## src/rtl/noise_pkg.sv

```systemverilog
package noise_pkg;
    typedef enum logic [0:0] {ST_IDLE = 1'b0, ST_RUN = 1'b1} nt_state_e;

    localparam int unsigned NT_LFSR_W = 19;
    // feedback from exponents 19,18,17,14 -> state bits 18,17,16,13
    localparam logic [NT_LFSR_W-1:0] NT_TAP_MASK = 19'h72000;
    localparam logic [NT_LFSR_W-1:0] NT_SEED     = 19'h00001;
endpackage

```

## src/rtl/nt_ctrl.sv

```systemverilog
module nt_ctrl
    import noise_pkg::*;
(
    input  logic clk,
    input  logic rst_n,
    input  logic en,
    output logic running
);
    nt_state_e st_q, st_d;

    always_comb begin
        st_d = st_q;
        unique case (st_q)
            ST_IDLE: if (en)  st_d = ST_RUN;
            ST_RUN:  if (!en) st_d = ST_IDLE;
            default: st_d = ST_IDLE;
        endcase
    end

    always_ff @(posedge clk or negedge rst_n) begin
        if (!rst_n) st_q <= ST_IDLE;
        else        st_q <= st_d;
    end

    always_comb begin
        running = (st_q == ST_RUN);
    end
endmodule

```

## src/rtl/nt_lfsr.sv

```systemverilog
module nt_lfsr
    import noise_pkg::*;
#(
    parameter int unsigned W = NT_LFSR_W,
    parameter logic [W-1:0] TAPS = NT_TAP_MASK,
    parameter logic [W-1:0] SEED = NT_SEED
) (
    input  logic         clk,
    input  logic         rst_n,
    input  logic         step,
    output logic [W-1:0] state
);
    logic fb;

    always_comb fb = ^(state & TAPS);

    always_ff @(posedge clk or negedge rst_n) begin
        if (!rst_n)    state <= SEED;
        else if (step) state <= {state[W-2:0], fb};
    end
endmodule

```

## src/rtl/nt_rot_group.sv

```systemverilog
module nt_rot_group #(
    parameter int unsigned REG_W = 32,
    parameter int unsigned DEPTH = 8,
    localparam int unsigned SEL_W = (DEPTH > 1) ? $clog2(DEPTH) : 1,
    localparam logic [REG_W-1:0] INIT = {(REG_W/2){2'b01}}
) (
    input  logic             clk,
    input  logic             rst_n,
    input  logic             step,
    input  logic [SEL_W-1:0] sel,
    output logic [REG_W-1:0] sel_word
);
    logic [REG_W-1:0] ring [DEPTH];

    for (genvar i = 0; i < DEPTH; i++) begin : g_ring
        always_ff @(posedge clk or negedge rst_n) begin
            if (!rst_n)    ring[i] <= INIT;
            else if (step) ring[i] <= {ring[i][REG_W-2:0], ring[i][REG_W-1]};
        end
    end

    always_comb sel_word = ring[sel];
endmodule

```

## src/rtl/noise_toggler.sv

```systemverilog
module noise_toggler
    import noise_pkg::*;
#(
    parameter int unsigned GROUPS     = 4,
    parameter int unsigned PER_GROUP  = 8,
    parameter int unsigned REG_W      = 32,
    parameter int unsigned TAP_STRIDE = 5,
    localparam int unsigned SEL_W = (PER_GROUP > 1) ? $clog2(PER_GROUP) : 1
) (
    input  logic                      clk,
    input  logic                      rst_n,
    input  logic                      en,
    input  logic [SEL_W-1:0]          probe_sel,
    output logic                      running,
    output logic [NT_LFSR_W-1:0]      lfsr_q,
    output logic [GROUPS-1:0]         grp_en,
    output logic [GROUPS*REG_W-1:0]   probe
);
    nt_ctrl u_ctrl (
        .clk     (clk),
        .rst_n   (rst_n),
        .en      (en),
        .running (running)
    );

    nt_lfsr u_lfsr (
        .clk   (clk),
        .rst_n (rst_n),
        .step  (running),
        .state (lfsr_q)
    );

    for (genvar g = 0; g < GROUPS; g++) begin : g_grp
        always_comb grp_en[g] = running & lfsr_q[(g*TAP_STRIDE) % NT_LFSR_W];

        nt_rot_group #(
            .REG_W (REG_W),
            .DEPTH (PER_GROUP)
        ) u_grp (
            .clk      (clk),
            .rst_n    (rst_n),
            .step     (grp_en[g]),
            .sel      (probe_sel),
            .sel_word (probe[g*REG_W +: REG_W])
        );
    end
endmodule

```

## config.mk

```make
export PLATFORM = sky130hd
export DESIGN_NAME = noise_toggler
export DESIGN_NICKNAME = d
export VERILOG_FILES = /design/src/rtl/noise_pkg.sv /design/src/rtl/nt_ctrl.sv /design/src/rtl/nt_lfsr.sv /design/src/rtl/nt_rot_group.sv /design/src/rtl/noise_toggler.sv
export SDC_FILE = /design/constraint.sdc
export NUM_CORES = 2
export LEC_CHECK = 0
export BUFFER_PORTS_ARGS = -buffer_cell sky130_fd_sc_hd__buf_2
export CORE_UTILIZATION = 50
export DETAILED_ROUTE_END_ITERATION = 8
export GPL_TIMING_DRIVEN = 1
export PLACE_DENSITY_LB_ADDON = 0.25
export SLEW_MARGIN = 15
export SYNTH_ARGS = -nofsm -noshare
export SYNTH_HDL_FRONTEND = slang
export SYNTH_SLANG_ARGS = --single-unit
```

## constraint.sdc

```tcl
create_clock -name clk -period 4 [get_ports clk]
set_clock_uncertainty 0.1 [all_clocks]
set_input_delay 1 -clock clk [delete_from_list [all_inputs] [get_ports clk]]
set_output_delay 1 -clock clk [all_outputs]
set_load 0.01 [all_outputs]
```

==> key figures <==
Timing
  – Final hold violation count: 0
  – Highest Clock Rate: 0.268 GHz
  – Period utilisation layout: 93.3%
  – Min Clock Period, post-route: 3.73 ns
  – Relative slew slack: 47.5%
  – Worst-margin pin slew: 0.788 ns
  – TNS Setup: 0 ns
  – Max-slew violation count: 0
  – Worst hold margin: 0.175 ns
  – Worst setup margin: 0.267 ns
  – RSZ-0062 raised after global routing: false
  – Final setup viols: 0

Layout
  – Most frequent cells in the layout: mux2_2, dfrtp_1, dfstp_2
  – Commonest non-fill, non-tap cell in the layout: mux2_2
  – Layout cell share with drive strength beyond 1: 80.5%
  – FILL cells: 7103
  – Inserted Diodes: 0
  – Nets: 2834
  – Area Overhead vs Synth: 13.2%

Die
  – Initial core utilization: 50.8%
  – Rows: 111
  – Core area: 92200 sq um
  – Die Y: 308 um
  – Boundary Pins: 158
  – Die area: 94900 sq um
  – Overall die width: 308 um

Clock tree
  – TritonCTS clock tree: done
  – CTS clk-pin slew, worst paths: 0.06 ns
  – Insertion delay to the later sink of the worst-skew pair: 0.67 ns
  – Post-CTS Setup Inserts: 0
  – Number of CTS-inserted buffers: 110
  – Htree depth: 3
  – CTS sink cnt: 1044
  – Hold buffers post-CTS: 0
  – Resized Gates After CTS: 0
  – Clock Tree Root: clkbuf_16
  – CTS max path bufs: 3

Place
  – RePlAce Congestion: 0.747
  – Setup WS pre-CTS: 0.261 ns
  – DP HPWL: 56300 um
  – IO buf count: 157

Power and ir drop
  – Static leakage: 23.9 nW
  – Worst VDD drop: 0.435 mV
  – PwrDens: 453 nW/um^2

Global route
  – Initial antenna violation count: 0
  – Total grt overflow: 0
  – First-pass GRT wire length: 147000 um
  – Largest net degree at the start of global routing: 137
  – Overall routing resource usage: 19.1%
  – Vias in the first global route: 26000

Run status
  – Outcome: finished, final reports clean

Critical path
  – WP buf/inv: 4
  – CP max FO: 21
  – Critical path's most frequent cell: buf_12
  – Nature of the critical path startpoint: input pin
  – Crit path DAT: 2.63 ns
  – Crit-path max cell delay: 0.53 ns
  – Critical Path RT: 2.90 ns
  – CP endpoint kind: output pin
  – Crit-path slowest cell: mux4_2
  – Setup CP Type: in2out
  – Worst-path cell chain: buf_8 -> buf_12 -> buf_12 -> mux4_2 -> mux2_2 -> buf_2
  – Largest delay share family, worst path: multiplexers

Drt
  – DRC viols: 0
  – Drt wl/cell: 21.0 um
  – Final ANT Viol Nets: 0
  – Iter 0 DRT Violations: 1362
  – Vias per inst: 5.60
  – TritonRoute pass-1 iters: 4
  – Vias: 23307
  – Final wirelength: 87500 um

Logic synthesis
  – Warnings, synthesis: 0
  – Post-Syn Nets: 2679
  – Sequential area share after synthesis: 57.2%
  – Flops & latches, synth: 1044
  – Synth cell types: 17
  – Post-synth design cell area: 46800 sq um
  – Post-Syn Instances: 2673
  – Mean Syn Cell Area: 17.5 sq um

Flow run
  – Max-Cap Viols: 0

Hold path
  – Worst hold path type: in2async
==> layer usage <==
metal / vias up / wire length, um / GRT usage [%]
met5: - / 0 / 0
met4: 0 / 1810 / 4.65
met3: 116 / 2530 / 3.07
met2: 269 / 41600 / 30.0
met1: 12525 / 41500 / 28.1
li1: 10397 / - / -
==> path summary, 6_finish.rpt <==
kind	startpoint	endpoint	slack (ns)	cells after the start
min	rst_n	g_grp[0].u_grp.ring[19]	0.17	1
max	probe_sel[1]	probe[34]	0.27	6
min reg2reg	g_grp[3].u_grp.ring[13]	g_grp[3].u_grp.ring[14]	0.42	1
min in group clk	en	u_ctrl.running	0.34	1
max reg2reg	u_ctrl.running	g_grp[0].u_grp.ring[55]	0.93	4
max in group asynchronous	rst_n	g_grp[2].u_grp.ring[164]	2.43	3
==> cells in the mapped netlist (all sizes together) <==
master,n,area share (%)
inv,7,0.056
buf,160,2.0
nor2,1,0.0080
dfrtp,531,28
dfstp,513,29
clkbuf,26,0.21
o21ai,4,0.043
clkinv,1,0.0080
a21oi,1,0.011
mux2,1166,28
nand2,4,0.053
xnor2,3,0.056
mux4,256,12
==> final cells by class <==
type | count | area [sq um] | share of cell area [%]
Inverter | 8 | 60.1 | 0.113
Clock buffer | 158 | 3150 | 5.95
Tap cell | 1243 | 1560 | 2.93
Multi-Input combinational cell | 1435 | 19000 | 35.8
Sequential cell | 1044 | 26800 | 50.5
Clock inverter | 48 | 622 | 1.17
Timing Repair Buffer | 229 | 1850 | 3.49
==> power breakdown <==
part           total (W)  internal [W]  switching [W]
clock network     0.0105       0.00633        0.00418
logic            0.00270       0.00116        0.00154
registers         0.0108        0.0107       0.000116
==> registers in the layout, summed over array words and instances, names as in the netlist <==
| name | count |
|---|---|
| g_grp.u_grp.ring | 1024 |
| u_lfsr.state | 19 |
| u_ctrl.running | 1 |
==> cells by family (layout without fill, tap and decap cells) <==
kind of cell    Yosys count  after routing  synth area share [%]
simple gates              5              5                0.0614
flops                  1044           1044                  57.2
mux                    1422           1422                  40.4
buf+inv                 194            443                  2.31
compound gates            5              5                0.0534
xor+xnor                  3              3                0.0561
==> through the flow <==
step	instances	area [sq um]	utilization, %	total power, W
after floorplan	2673	46800	-	0.0130
after CTS	4165	53000	57.5	0.0244
after detailed placement	3959	49200	53.4	0.0137
final	4165	53000	57.5	0.0240
after global placement	3959	49200	53.4	0.0137
after global routing	4165	53000	57.5	0.0249
Note: power is estimated with default switching activity, not from simulation.
